## config.mk

```make
export PLATFORM = sky130hd
export DESIGN_NAME = cal_timekeeper
export DESIGN_NICKNAME = d
export VERILOG_FILES = /design/src/rtl/cal_pkg.sv /design/src/rtl/cal_prescaler.sv /design/src/rtl/cal_month_len.sv /design/src/rtl/cal_status.sv /design/src/rtl/cal_timekeeper.sv
export SDC_FILE = /design/constraint.sdc
export NUM_CORES = 1
export LEC_CHECK = 0
export BUFFER_PORTS_ARGS = -buffer_cell sky130_fd_sc_hd__buf_4
export CORE_ASPECT_RATIO = 0.75
export CORE_MARGIN = 1
export CORE_UTILIZATION = 40
export DETAILED_ROUTE_END_ITERATION = 8
export SLEW_MARGIN = 20
export SYNTH_ARGS = -nofsm -noshare
export SYNTH_HDL_FRONTEND = slang
export SYNTH_SLANG_ARGS = --single-unit
```

## constraint.sdc

```tcl
create_clock -name clk -period 2.55 [get_ports clk]
set_clock_uncertainty 0.1 [all_clocks]
set_input_delay 0.255 -clock clk [delete_from_list [all_inputs] [get_ports clk]]
set_output_delay 0.255 -clock clk [all_outputs]
set_load 0.1 [all_outputs]
```

## src/rtl/cal_pkg.sv

```systemverilog
package cal_pkg;

    localparam logic [7:0] A_SEC   = 8'h01;
    localparam logic [7:0] A_MIN   = 8'h02;
    localparam logic [7:0] A_HOUR  = 8'h03;
    localparam logic [7:0] A_WDAY  = 8'h04;
    localparam logic [7:0] A_DATE  = 8'h05;
    localparam logic [7:0] A_MON   = 8'h06;
    localparam logic [7:0] A_YEAR  = 8'h07;
    localparam logic [7:0] A_AMIN  = 8'h08;
    localparam logic [7:0] A_AHOUR = 8'h09;
    localparam logic [7:0] A_ADATE = 8'h0A;
    localparam logic [7:0] A_STAT  = 8'h0D;
    localparam logic [7:0] A_IEN   = 8'h11;

    // flag positions; enable bits share the positions of the event flags
    localparam int F_LOWV = 0;
    localparam int F_POR  = 1;
    localparam int F_ALM  = 3;
    localparam int F_TMR  = 4;
    localparam int F_UPD  = 5;

    localparam logic [7:0] FLAG_MASK = 8'b0011_1011;
    localparam logic [7:0] IEN_MASK  = 8'b0011_1000;
    localparam logic [7:0] FLAG_INIT = 8'b0000_0011;

    typedef enum logic [2:0] {
        ST_IDLE, ST_SEC, ST_MIN, ST_HOUR, ST_DAY, ST_MONTH, ST_YEAR, ST_MATCH
    } cal_state_e;

    function automatic logic [7:0] bcd_inc(input logic [7:0] v);
        if (v[3:0] >= 4'd9) return {v[7:4] + 4'd1, 4'd0};
        else                return {v[7:4], v[3:0] + 4'd1};
    endfunction

endpackage

```

## src/rtl/cal_prescaler.sv

```systemverilog
module cal_prescaler #(
    parameter int TICKS_PER_SEC = 4
) (
    input  logic clk,
    input  logic rst_n,
    input  logic tick_in,
    input  logic restart,
    output logic sec_pulse
);
    localparam int CNT_W = (TICKS_PER_SEC > 1) ? $clog2(TICKS_PER_SEC) : 1;
    localparam logic [CNT_W-1:0] LAST = CNT_W'(TICKS_PER_SEC - 1);

    logic [CNT_W-1:0] cnt_q;

    always_ff @(posedge clk or negedge rst_n) begin
        if (!rst_n)                cnt_q <= '0;
        else if (restart)          cnt_q <= '0;
        else if (tick_in)          cnt_q <= (cnt_q == LAST) ? '0 : cnt_q + 1'b1;
    end

    assign sec_pulse = tick_in && !restart && (cnt_q == LAST);
endmodule

```

## src/rtl/cal_month_len.sv

```systemverilog
module cal_month_len (
    input  logic [4:0] month,
    input  logic [4:0] year_low,   // bit 4: tens digit LSB, bits 3:0: ones digit
    output logic [5:0] last_day
);
    logic leap;

    always_comb begin
        if (year_low[4]) leap = (year_low[3:0] == 4'd2) || (year_low[3:0] == 4'd6);
        else             leap = (year_low[3:0] == 4'd0) || (year_low[3:0] == 4'd4) ||
                                (year_low[3:0] == 4'd8);
        case (month)
            5'h02:                      last_day = leap ? 6'h29 : 6'h28;
            5'h04, 5'h06, 5'h09, 5'h11: last_day = 6'h30;
            default:                    last_day = 6'h31;
        endcase
    end
endmodule

```

## src/rtl/cal_status.sv

```systemverilog
module cal_status
    import cal_pkg::*;
(
    input  logic       clk,
    input  logic       rst_n,
    input  logic       we_stat,
    input  logic       we_ien,
    input  logic [7:0] wdata,
    input  logic       set_alarm,
    input  logic       set_update,
    input  logic       set_timer,
    input  logic       set_lowv,
    output logic [7:0] flags_q,
    output logic [7:0] ien_q,
    output logic       irq_n
);
    logic [7:0] set_vec;
    logic [7:0] clr_vec;

    always_comb begin
        set_vec         = '0;
        set_vec[F_ALM]  = set_alarm;
        set_vec[F_UPD]  = set_update;
        set_vec[F_TMR]  = set_timer;
        set_vec[F_LOWV] = set_lowv;
        clr_vec         = we_stat ? (~wdata & FLAG_MASK) : 8'h00;
    end

    always_ff @(posedge clk or negedge rst_n) begin
        if (!rst_n) begin
            flags_q <= FLAG_INIT;
            ien_q   <= '0;
        end else begin
            flags_q <= (flags_q & ~clr_vec) | set_vec;
            if (we_ien) ien_q <= wdata & IEN_MASK;
        end
    end

    assign irq_n = ~|(flags_q & ien_q & IEN_MASK);
endmodule

```

## src/rtl/cal_timekeeper.sv

```systemverilog
module cal_timekeeper
    import cal_pkg::*;
#(
    parameter int TICKS_PER_SEC = 4
) (
    input  logic       clk,
    input  logic       rst_n,
    input  logic       tick_in,
    input  logic       timer_evt,
    input  logic       volt_low,
    input  logic [7:0] bus_addr,
    input  logic [7:0] bus_wdata,
    input  logic       bus_we,
    output logic [7:0] bus_rdata,
    output logic       irq_n
);
    cal_state_e state_q, state_d;

    logic [6:0] sec_q, min_q, amin_q;
    logic [5:0] hour_q, date_q, ahour_q, adate_q;
    logic [2:0] wday_q;
    logic [4:0] mon_q;
    logic [7:0] year_q;
    logic [7:0] stat_q, ien_q;
    logic [5:0] last_day;
    logic       sec_pulse, time_wr, set_alarm, set_update;
    logic [7:0] sec_inc, min_inc, hour_inc, date_inc, mon_inc, year_inc;

    assign time_wr  = bus_we && (bus_addr >= A_SEC) && (bus_addr <= A_YEAR);
    assign sec_inc  = bcd_inc({1'b0, sec_q});
    assign min_inc  = bcd_inc({1'b0, min_q});
    assign hour_inc = bcd_inc({2'b0, hour_q});
    assign date_inc = bcd_inc({2'b0, date_q});
    assign mon_inc  = bcd_inc({3'b0, mon_q});
    assign year_inc = bcd_inc(year_q);

    cal_prescaler #(.TICKS_PER_SEC(TICKS_PER_SEC)) u_presc (
        .clk(clk), .rst_n(rst_n), .tick_in(tick_in),
        .restart(bus_we && bus_addr == A_SEC), .sec_pulse(sec_pulse)
    );

    cal_month_len u_mlen (
        .month(mon_q), .year_low(year_q[4:0]), .last_day(last_day)
    );

    cal_status u_stat (
        .clk(clk), .rst_n(rst_n),
        .we_stat(bus_we && bus_addr == A_STAT), .we_ien(bus_we && bus_addr == A_IEN),
        .wdata(bus_wdata), .set_alarm(set_alarm), .set_update(set_update),
        .set_timer(timer_evt), .set_lowv(volt_low),
        .flags_q(stat_q), .ien_q(ien_q), .irq_n(irq_n)
    );

    // state register
    always_ff @(posedge clk or negedge rst_n) begin
        if (!rst_n) state_q <= ST_IDLE;
        else        state_q <= state_d;
    end

    // next state
    always_comb begin
        state_d = state_q;
        unique case (state_q)
            ST_IDLE:  state_d = sec_pulse ? ST_SEC : ST_IDLE;
            ST_SEC:   state_d = (sec_q == 7'h59) ? ST_MIN : ST_IDLE;
            ST_MIN:   state_d = (min_q == 7'h59) ? ST_HOUR : ST_MATCH;
            ST_HOUR:  state_d = (hour_q == 6'h23) ? ST_DAY : ST_MATCH;
            ST_DAY:   state_d = (date_q == last_day) ? ST_MONTH : ST_MATCH;
            ST_MONTH: state_d = (mon_q == 5'h12) ? ST_YEAR : ST_MATCH;
            ST_YEAR:  state_d = ST_MATCH;
            ST_MATCH: state_d = ST_IDLE;
        endcase
        if (time_wr && state_q != ST_IDLE) state_d = ST_IDLE;
    end

    // outputs of the state machine
    always_comb begin
        set_update = (state_q == ST_SEC) && (sec_q == 7'h59) && !time_wr;
        set_alarm  = (state_q == ST_MATCH) && (min_q == amin_q) &&
                     (hour_q == ahour_q) && (date_q == adate_q);
    end

    // time and date counters: a bus write wins over the carry step
    always_ff @(posedge clk or negedge rst_n) begin
        if (!rst_n) begin
            sec_q  <= '0;     min_q  <= '0;     hour_q <= '0;   wday_q <= '0;
            date_q <= 6'h01;  mon_q  <= 5'h01;  year_q <= '0;
        end else if (time_wr) begin
            case (bus_addr)
                A_SEC:   sec_q  <= bus_wdata[6:0];
                A_MIN:   min_q  <= bus_wdata[6:0];
                A_HOUR:  hour_q <= bus_wdata[5:0];
                A_WDAY:  wday_q <= bus_wdata[2:0];
                A_DATE:  date_q <= bus_wdata[5:0];
                A_MON:   mon_q  <= bus_wdata[4:0];
                default: year_q <= bus_wdata;
            endcase
        end else begin
            case (state_q)
                ST_SEC:   sec_q  <= (sec_q == 7'h59) ? 7'h00 : sec_inc[6:0];
                ST_MIN:   min_q  <= (min_q == 7'h59) ? 7'h00 : min_inc[6:0];
                ST_HOUR:  hour_q <= (hour_q == 6'h23) ? 6'h00 : hour_inc[5:0];
                ST_DAY: begin
                    wday_q <= (wday_q >= 3'd6) ? 3'd0 : wday_q + 3'd1;
                    date_q <= (date_q == last_day) ? 6'h01 : date_inc[5:0];
                end
                ST_MONTH: mon_q  <= (mon_q == 5'h12) ? 5'h01 : mon_inc[4:0];
                ST_YEAR:  year_q <= (year_q == 8'h99) ? 8'h00 : year_inc;
                default: ;
            endcase
        end
    end

    // alarm registers
    always_ff @(posedge clk or negedge rst_n) begin
        if (!rst_n) begin
            amin_q <= '0; ahour_q <= '0; adate_q <= '0;
        end else if (bus_we) begin
            if (bus_addr == A_AMIN)  amin_q  <= bus_wdata[6:0];
            if (bus_addr == A_AHOUR) ahour_q <= bus_wdata[5:0];
            if (bus_addr == A_ADATE) adate_q <= bus_wdata[5:0];
        end
    end

    // read port
    always_comb begin
        case (bus_addr)
            A_SEC:   bus_rdata = {1'b0, sec_q};
            A_MIN:   bus_rdata = {1'b0, min_q};
            A_HOUR:  bus_rdata = {2'b0, hour_q};
            A_WDAY:  bus_rdata = {5'b0, wday_q};
            A_DATE:  bus_rdata = {2'b0, date_q};
            A_MON:   bus_rdata = {3'b0, mon_q};
            A_YEAR:  bus_rdata = year_q;
            A_AMIN:  bus_rdata = {1'b0, amin_q};
            A_AHOUR: bus_rdata = {2'b0, ahour_q};
            A_ADATE: bus_rdata = {2'b0, adate_q};
            A_STAT:  bus_rdata = stat_q;
            A_IEN:   bus_rdata = ien_q;
            default: bus_rdata = 8'h00;
        endcase
    end
endmodule

```

==> impl_metrics.tcl, run 1 <==
set metrics [dict create \
    peakVddDrop_mv 0.4536 \
    async_reset_ff_frac 1.000 \
    cp.required_ps 2190 \
    crit_chain "mux4_2 > nand2_1 > o21ai_0 > a221o_2 > buf_4" \
    r2r_cells 9 \
    pin_count 31 \
    grt_use_met3 0.06184 \
    path_class "reg2out" \
    status "completed" \
    pre_cts_slack_ps -15.80 \
    yosys-top-cells-count "dfrtp_1, nand2_1, o21ai_0, ha_1" \
    holdCritPathClass "in2reg" \
    cp_max_fo 9 \
    start_util 0.4161 \
    drv_cap 0 \
    arrival_ps 2140 \
    grt-ovfl-total 0 \
    row_count 35 \
    path_clk_slew_ps 70 \
    worst-path-buf-inv 1 \
    hold_depth 2 \
    num_vias 4742 \
    drt.antenna.violating_nets 0 \
    port_buffers 30 \
    drv_slew 0 \
    synth-seq-cells 74 \
    firstDrtPassIters 5 \
    drive_gt1_frac 0.2094 \
    busiest_layer "met2" \
    antenna_found_initial 0 \
    insertion_delay_ps 340 \
    routed_wl_mm 16.17 \
    synth-edff-count 0 \
    tightest_slew_ps 722.7 \
    grt_use_met1 0.3721 \
    relSlewSlack 0.5182 \
    synth_area_um2 5175 \
    grt_pass1_vias 4563 \
    wire_per_inst_um 20.68 \
    r2r_start "mon_q[0]" \
    clkSinkCount 74 \
    seq_area_frac_synth 0.3588 \
    synth_area_per_cell_um2 9.274 \
    grt_pass1_wl_mm 25.86 \
    r2r_slack_ps 90 \
    diodes 0 \
    cts_buffers 9 \
    syn2layout_area_growth_pct 18.30 \
    hold-path-endpoint "amin_q[6]" \
    synth_nets 610 \
    powerDensity_nw_per_um2 959.5 \
    total_power_mw 5.874 \
    fp.dieH_um 100.5 \
    critPathLaunchType "flop" \
    end_kind "primary output" \
    route.detailed.drc 0 \
    cts_tree "done" \
    critPathTopFamily "flip-flops" \
    fin_crit_ps 2491 \
    yosysMostFrequentCell "dfrtp_1" \
    synth_area_leader_cell "dfrtp_1" \
    slowest_delay_ps 500 \
    dp_cells 761 \
    min_from "bus_wdata[6]" \
    period_share 0.9768 \
    drtIter0Drc 573 \
    fin_cells 782 \
    clockBufferDepth 2 \
    rsz0062_at_grt "true" \
    max_freq_mhz 401.5 \
    die_area_um2 13400 \
    grt_max_degree 75 \
    viasPerCell 6.064 \
    synth_cells 558 \
    reg2reg_to "date_q[4]" \
    yosys_warnings 0 \
    synth_top_area_frac 0.3385 \
    cts_max_level 3 \
    grtUsageTotal 0.2565 \
    synth_cell_type_count 69 \
    synthTopCellsByArea "dfrtp_1, ha_1, mux2_2" \
    finalNetCount 663 \
    p_leak_nw 2.680 \
    setup_viol 0 \
    dieWidth_um 133.3 \
    dp_hpwl_mm 12.11 \
    met2_usage 0.3722 \
    finalWeightedCongestion 0.9345 \
    finalHoldViolCount 0 \
    cts-root-buf "clkbuf_16" \
    critPathLaunch "date_q[2]" \
    setup_ws_ps 59.15 \
    yosys_most_used_dff "dfrtp_1" \
    fp.coreArea_um2 12440 \
    slowest_stage "dfrtp_1" \
]
-- power by group --
group | switching [mW] | internal (mW)
Combinational | 1.25 | 1.13
Clock | 0.570 | 0.685
Sequential | 0.701 | 1.54
Total | 2.52 | 3.35
-- cell usage in the layout (no fill, tap or decap), drive strengths merged, types with 9 or more instances in the layout --
cell and instances:
a31oi 10, a22o 10, xnor2 19, nor2 32
buf 62, o31ai 13, and3 9, clkbuf 9
ha 30, a21oi 21, nand2 48, nand2b 9
inv 36, mux2i 9, nand3 25, o21ai 53
dfrtp 70, mux2 28, a22oi 11
-- cell families after synthesis --
kind of cell	after synthesis	synth area share
multiplexers	39	0.08704
flip-flops	74	0.3588
adder cells (fa/ha/maj)	30	0.07253
AND/OR/NAND/NOR	177	0.1881
XOR/XNOR	19	0.03216
buffers and inverters	53	0.04086
AO/OA/AOI/OAI	166	0.2205
-- worst reg2reg max path: stages, from the launching register on --
cell	delay (ps)
dfstp_2	550
inv_1	80
ha_2	200
nor4b_2	170
nor3b_1	210
a21oi_1	100
nor4b_4	440
buf_4	190
a21oi_1	40
a211o_1	270
-- metal layers --
metal | wire, µm | vias up
met5 | 0 | -
met4 | 312 | 0
met3 | 1434 | 26
met2 | 6860 | 195
met1 | 7565 | 2344
li1 | - | 2177
-- area by class of cell --
type | instances | area (µm²)
Sequential cell | 74 | 1857
Timing Repair Buffer | 65 | 524.3
Multi-Input combinational cell | 431 | 3132
Fill cell | 1183 | 6315
Clock buffer | 9 | 225.2
Inverter | 30 | 112.6
Clock inverter | 7 | 63.81
Tap cell | 166 | 207.7
-- flip-flops by register name, summed over array words and instances, names as in the netlist --
name	cells
hour_q	6
wday_q	3
adate_q	6
date_q	6
mon_q	5
ahour_q	6
u_presc.cnt_q	2
min_q	7
u_stat.flags_q	5
sec_q	7
year_q	8
amin_q	7
state_q	3
u_stat.ien_q	3
-- worst max-delay path by stage --
| stage | end | slack [ps] | cells after the start |
|---|---|---|---|
| floorplan | irq_n | -600 | 1 |
| global placement | date_q[2] | 110 | 8 |
| detailed placement | date_q[2] | -20 | 8 |
| CTS | bus_rdata[2] | 50 | 5 |
| global route | date_q[4] | -20 | 9 |
| finish | bus_rdata[2] | 60 | 5 |
-- timing repair --
item                                    in CTS  in global routing
endpoints found under the setup margin       1                  4
pin swaps                                    0                  3
cloned                                       0                  0
buffers inserted                             0                  2
endpoints found under the hold margin        2                 70
resized for setup                            1                  1
hold buffers                                 2                  1
-- stage by stage --
step	hold slack [ps]	area [µm²]	util	setup TNS [ps]
after detailed placement	351.6	5776	0.4644	-15.80
final	44.09	6122	0.4923	0
after global routing	49.10	6122	0.4923	-32.10
after CTS	25.22	6091	0.4897	0
after floorplan	-140.6	5194	-	-602.4
after global placement	346.8	5776	0.4644	0
No activity file was read; power rests on OpenSTA's default activity.
==> inputs of run 2 (changes only) <==
--- a/config.mk
+++ b/config.mk
@@ -5,11 +5,11 @@
 export SDC_FILE = /design/constraint.sdc
 export NUM_CORES = 1
 export LEC_CHECK = 0
-export BUFFER_PORTS_ARGS = -buffer_cell sky130_fd_sc_hd__buf_4
 export CORE_ASPECT_RATIO = 0.75
 export CORE_MARGIN = 1
-export CORE_UTILIZATION = 40
+export CORE_UTILIZATION = 41
 export DETAILED_ROUTE_END_ITERATION = 8
+export DONT_BUFFER_PORTS = 1
 export SLEW_MARGIN = 20
 export SYNTH_ARGS = -nofsm -noshare
 export SYNTH_HDL_FRONTEND = slang
==> run 2 against run 1 <==
Die area down 2.4%. Sequential power about the same. Clock-buffer cell count grew 1. Largest power group is now registers. Register-to-register slack gained 20 ps. Cell count down 2.9%. Worst setup slack gained 43 ps. Critical path depth is 1 higher. Sequential cell count is the same. First-iteration DRC count decreased by 21%. Largest cell class unchanged. Critical endpoint unchanged. Fmax increased by 1.7%. Global-route usage is 0.34 points higher. Routed wire length grew 0.31%.
==> impl_metrics.tcl, run 2 (synthesized netlist as in run 1, its figures left out) <==
set metrics [dict create \
    status "completed" \
    routed_wl_mm 16.22 \
    critPathLaunchType "flop" \
    cts_tree "done" \
    slowest_delay_ps 470 \
    grt_max_degree 75 \
    port_buffers 0 \
    drv_slew 0 \
    largest_reg_flops 8 \
    clockBufferDepth 2 \
    period_share 0.9601 \
    seq_power_share 0.379 \
    critPathTopFamily "multiplexers" \
    path_class "reg2out" \
    cts-root-buf "clkbuf_16" \
    peakVddDrop_mv 0.4656 \
    holdCritPathClass "in2reg" \
    fp.dieH_um 99.30 \
    tightest_slew_ps 588.5 \
    placed_cell_area_um2 5620 \
    pin_count 31 \
    crit_chain "buf_4 > mux4_2 > nand2_1 > o21ai_1 > a221o_2 > buf_12" \
    fin_crit_ps 2448 \
    arrival_ps 2090 \
    final_cell_mix "dfrtp_1, nand2_1, o21ai_0" \
    grt_pass1_vias 4427 \
    switchingPower_mw 2.472 \
    firstDrtPassIters 6 \
    rsz0062_at_grt "true" \
    path_clk_slew_ps 70 \
    relSlewSlack 0.6044 \
    wire_per_inst_um 21.37 \
    finalHoldViolCount 0 \
    setup_viol 0 \
    drt.antenna.violating_nets 0 \
    p_leak_nw 2.604 \
    num_vias 4664 \
    drive_gt1_frac 0.1653 \
    grt_pass1_wl_mm 25.69 \
    grt-ovfl-total 0 \
    combinationalPowerShare 0.379 \
    dp_hpwl_mm 11.77 \
    cts_max_level 3 \
    clkSinkCount 74 \
    setup_ws_ps 101.7 \
    cp.required_ps 2190 \
    row_count 35 \
    grtUsageTotal 0.2599 \
    cts_buffers 9 \
    start_util 0.4205 \
    drv_cap 0 \
    finalCoreUtilization 0.4984 \
    p_int_mw 3.516 \
    antenna_found_initial 0 \
    insertion_delay_ps 350 \
    total_power_mw 5.988 \
    end_kind "primary output" \
    syn2layout_area_growth_pct 18.52 \
    diodes 0 \
    finalWeightedCongestion 0.9177 \
    pre_cts_slack_ps 57.38 \
    regMostFlops "year_q" \
    slowest_stage "mux4_2" \
    final_cell_area_um2 6133 \
    tns_ps 0 \
    die_area_um2 13080 \
    holdWs_ps 12.82 \
    final_common_cell "dfrtp_1" \
    fp.coreArea_um2 12310 \
    max_freq_mhz 408.4 \
    powerDensity_nw_per_um2 976.3 \
    dp_cells 728 \
    cp_max_fo 7 \
    finalNetCount 640 \
    fin_cells 759 \
    drtIter0Drc 452 \
    route.detailed.drc 0 \
    dieWidth_um 131.7 \
    viasPerCell 6.145 \
    worst-path-buf-inv 2 \
    swShare 0.4128 \
    p_clk_frac 0.243 \
]
==> run 2: final cells by class <==
type	instances	area (µm²)
clock buffer	10	239.0
clock inverter	6	95.09
fill	1111	6172
inverter	30	112.6
multi-input combinational	431	3136
sequential	74	1858
tap	166	207.7
timing repair buffer	42	485.5
==> run 2: final timing paths <==
path,from,endpoint,slack [ps],cells past startpoint
setup reg to reg,mon_q[0],date_q[2],110,8
max in group asynchronous,rst_n,u_stat.flags_q[1],1620,2
setup / recovery,mon_q[2],bus_rdata[2],100,6
hold / removal,bus_wdata[5],u_stat.flags_q[5],10,2
hold reg to reg,u_stat.flags_q[1],u_stat.flags_q[1],380,1
min in group asynchronous,rst_n,year_q[3],370,2
==> run 2: power groups by stage <==
stage	clock network, mW	registers, mW	logic (mW)
2_1_floorplan	0	1.91	1.81
3_3_place_gp	0	2.23	2.09
3_5_place_dp	0	2.25	2.15
4_1_cts	1.47	2.23	2.22
5_1_grt	1.52	2.33	2.56
6_report	1.45	2.27	2.27
==> run 2: per-layer routing <==
layer / share of wire / vias to the layer above / track usage
met1: 0.48 / 2313 / 0.3796
met2: 0.42 / 205 / 0.3704
met5: 0 / - / 0
li1: - / 2125 / -
met4: 0.014 / 0 / 0.07513
met3: 0.091 / 21 / 0.07339
==> run 2: repair_timing <==
item,4_1_cts,5_1_grt
buffers inserted,0,1
hold buffers,14,0
endpoints found under the setup margin,0,8
resized for setup,0,5
hold endpoints to repair,102,0
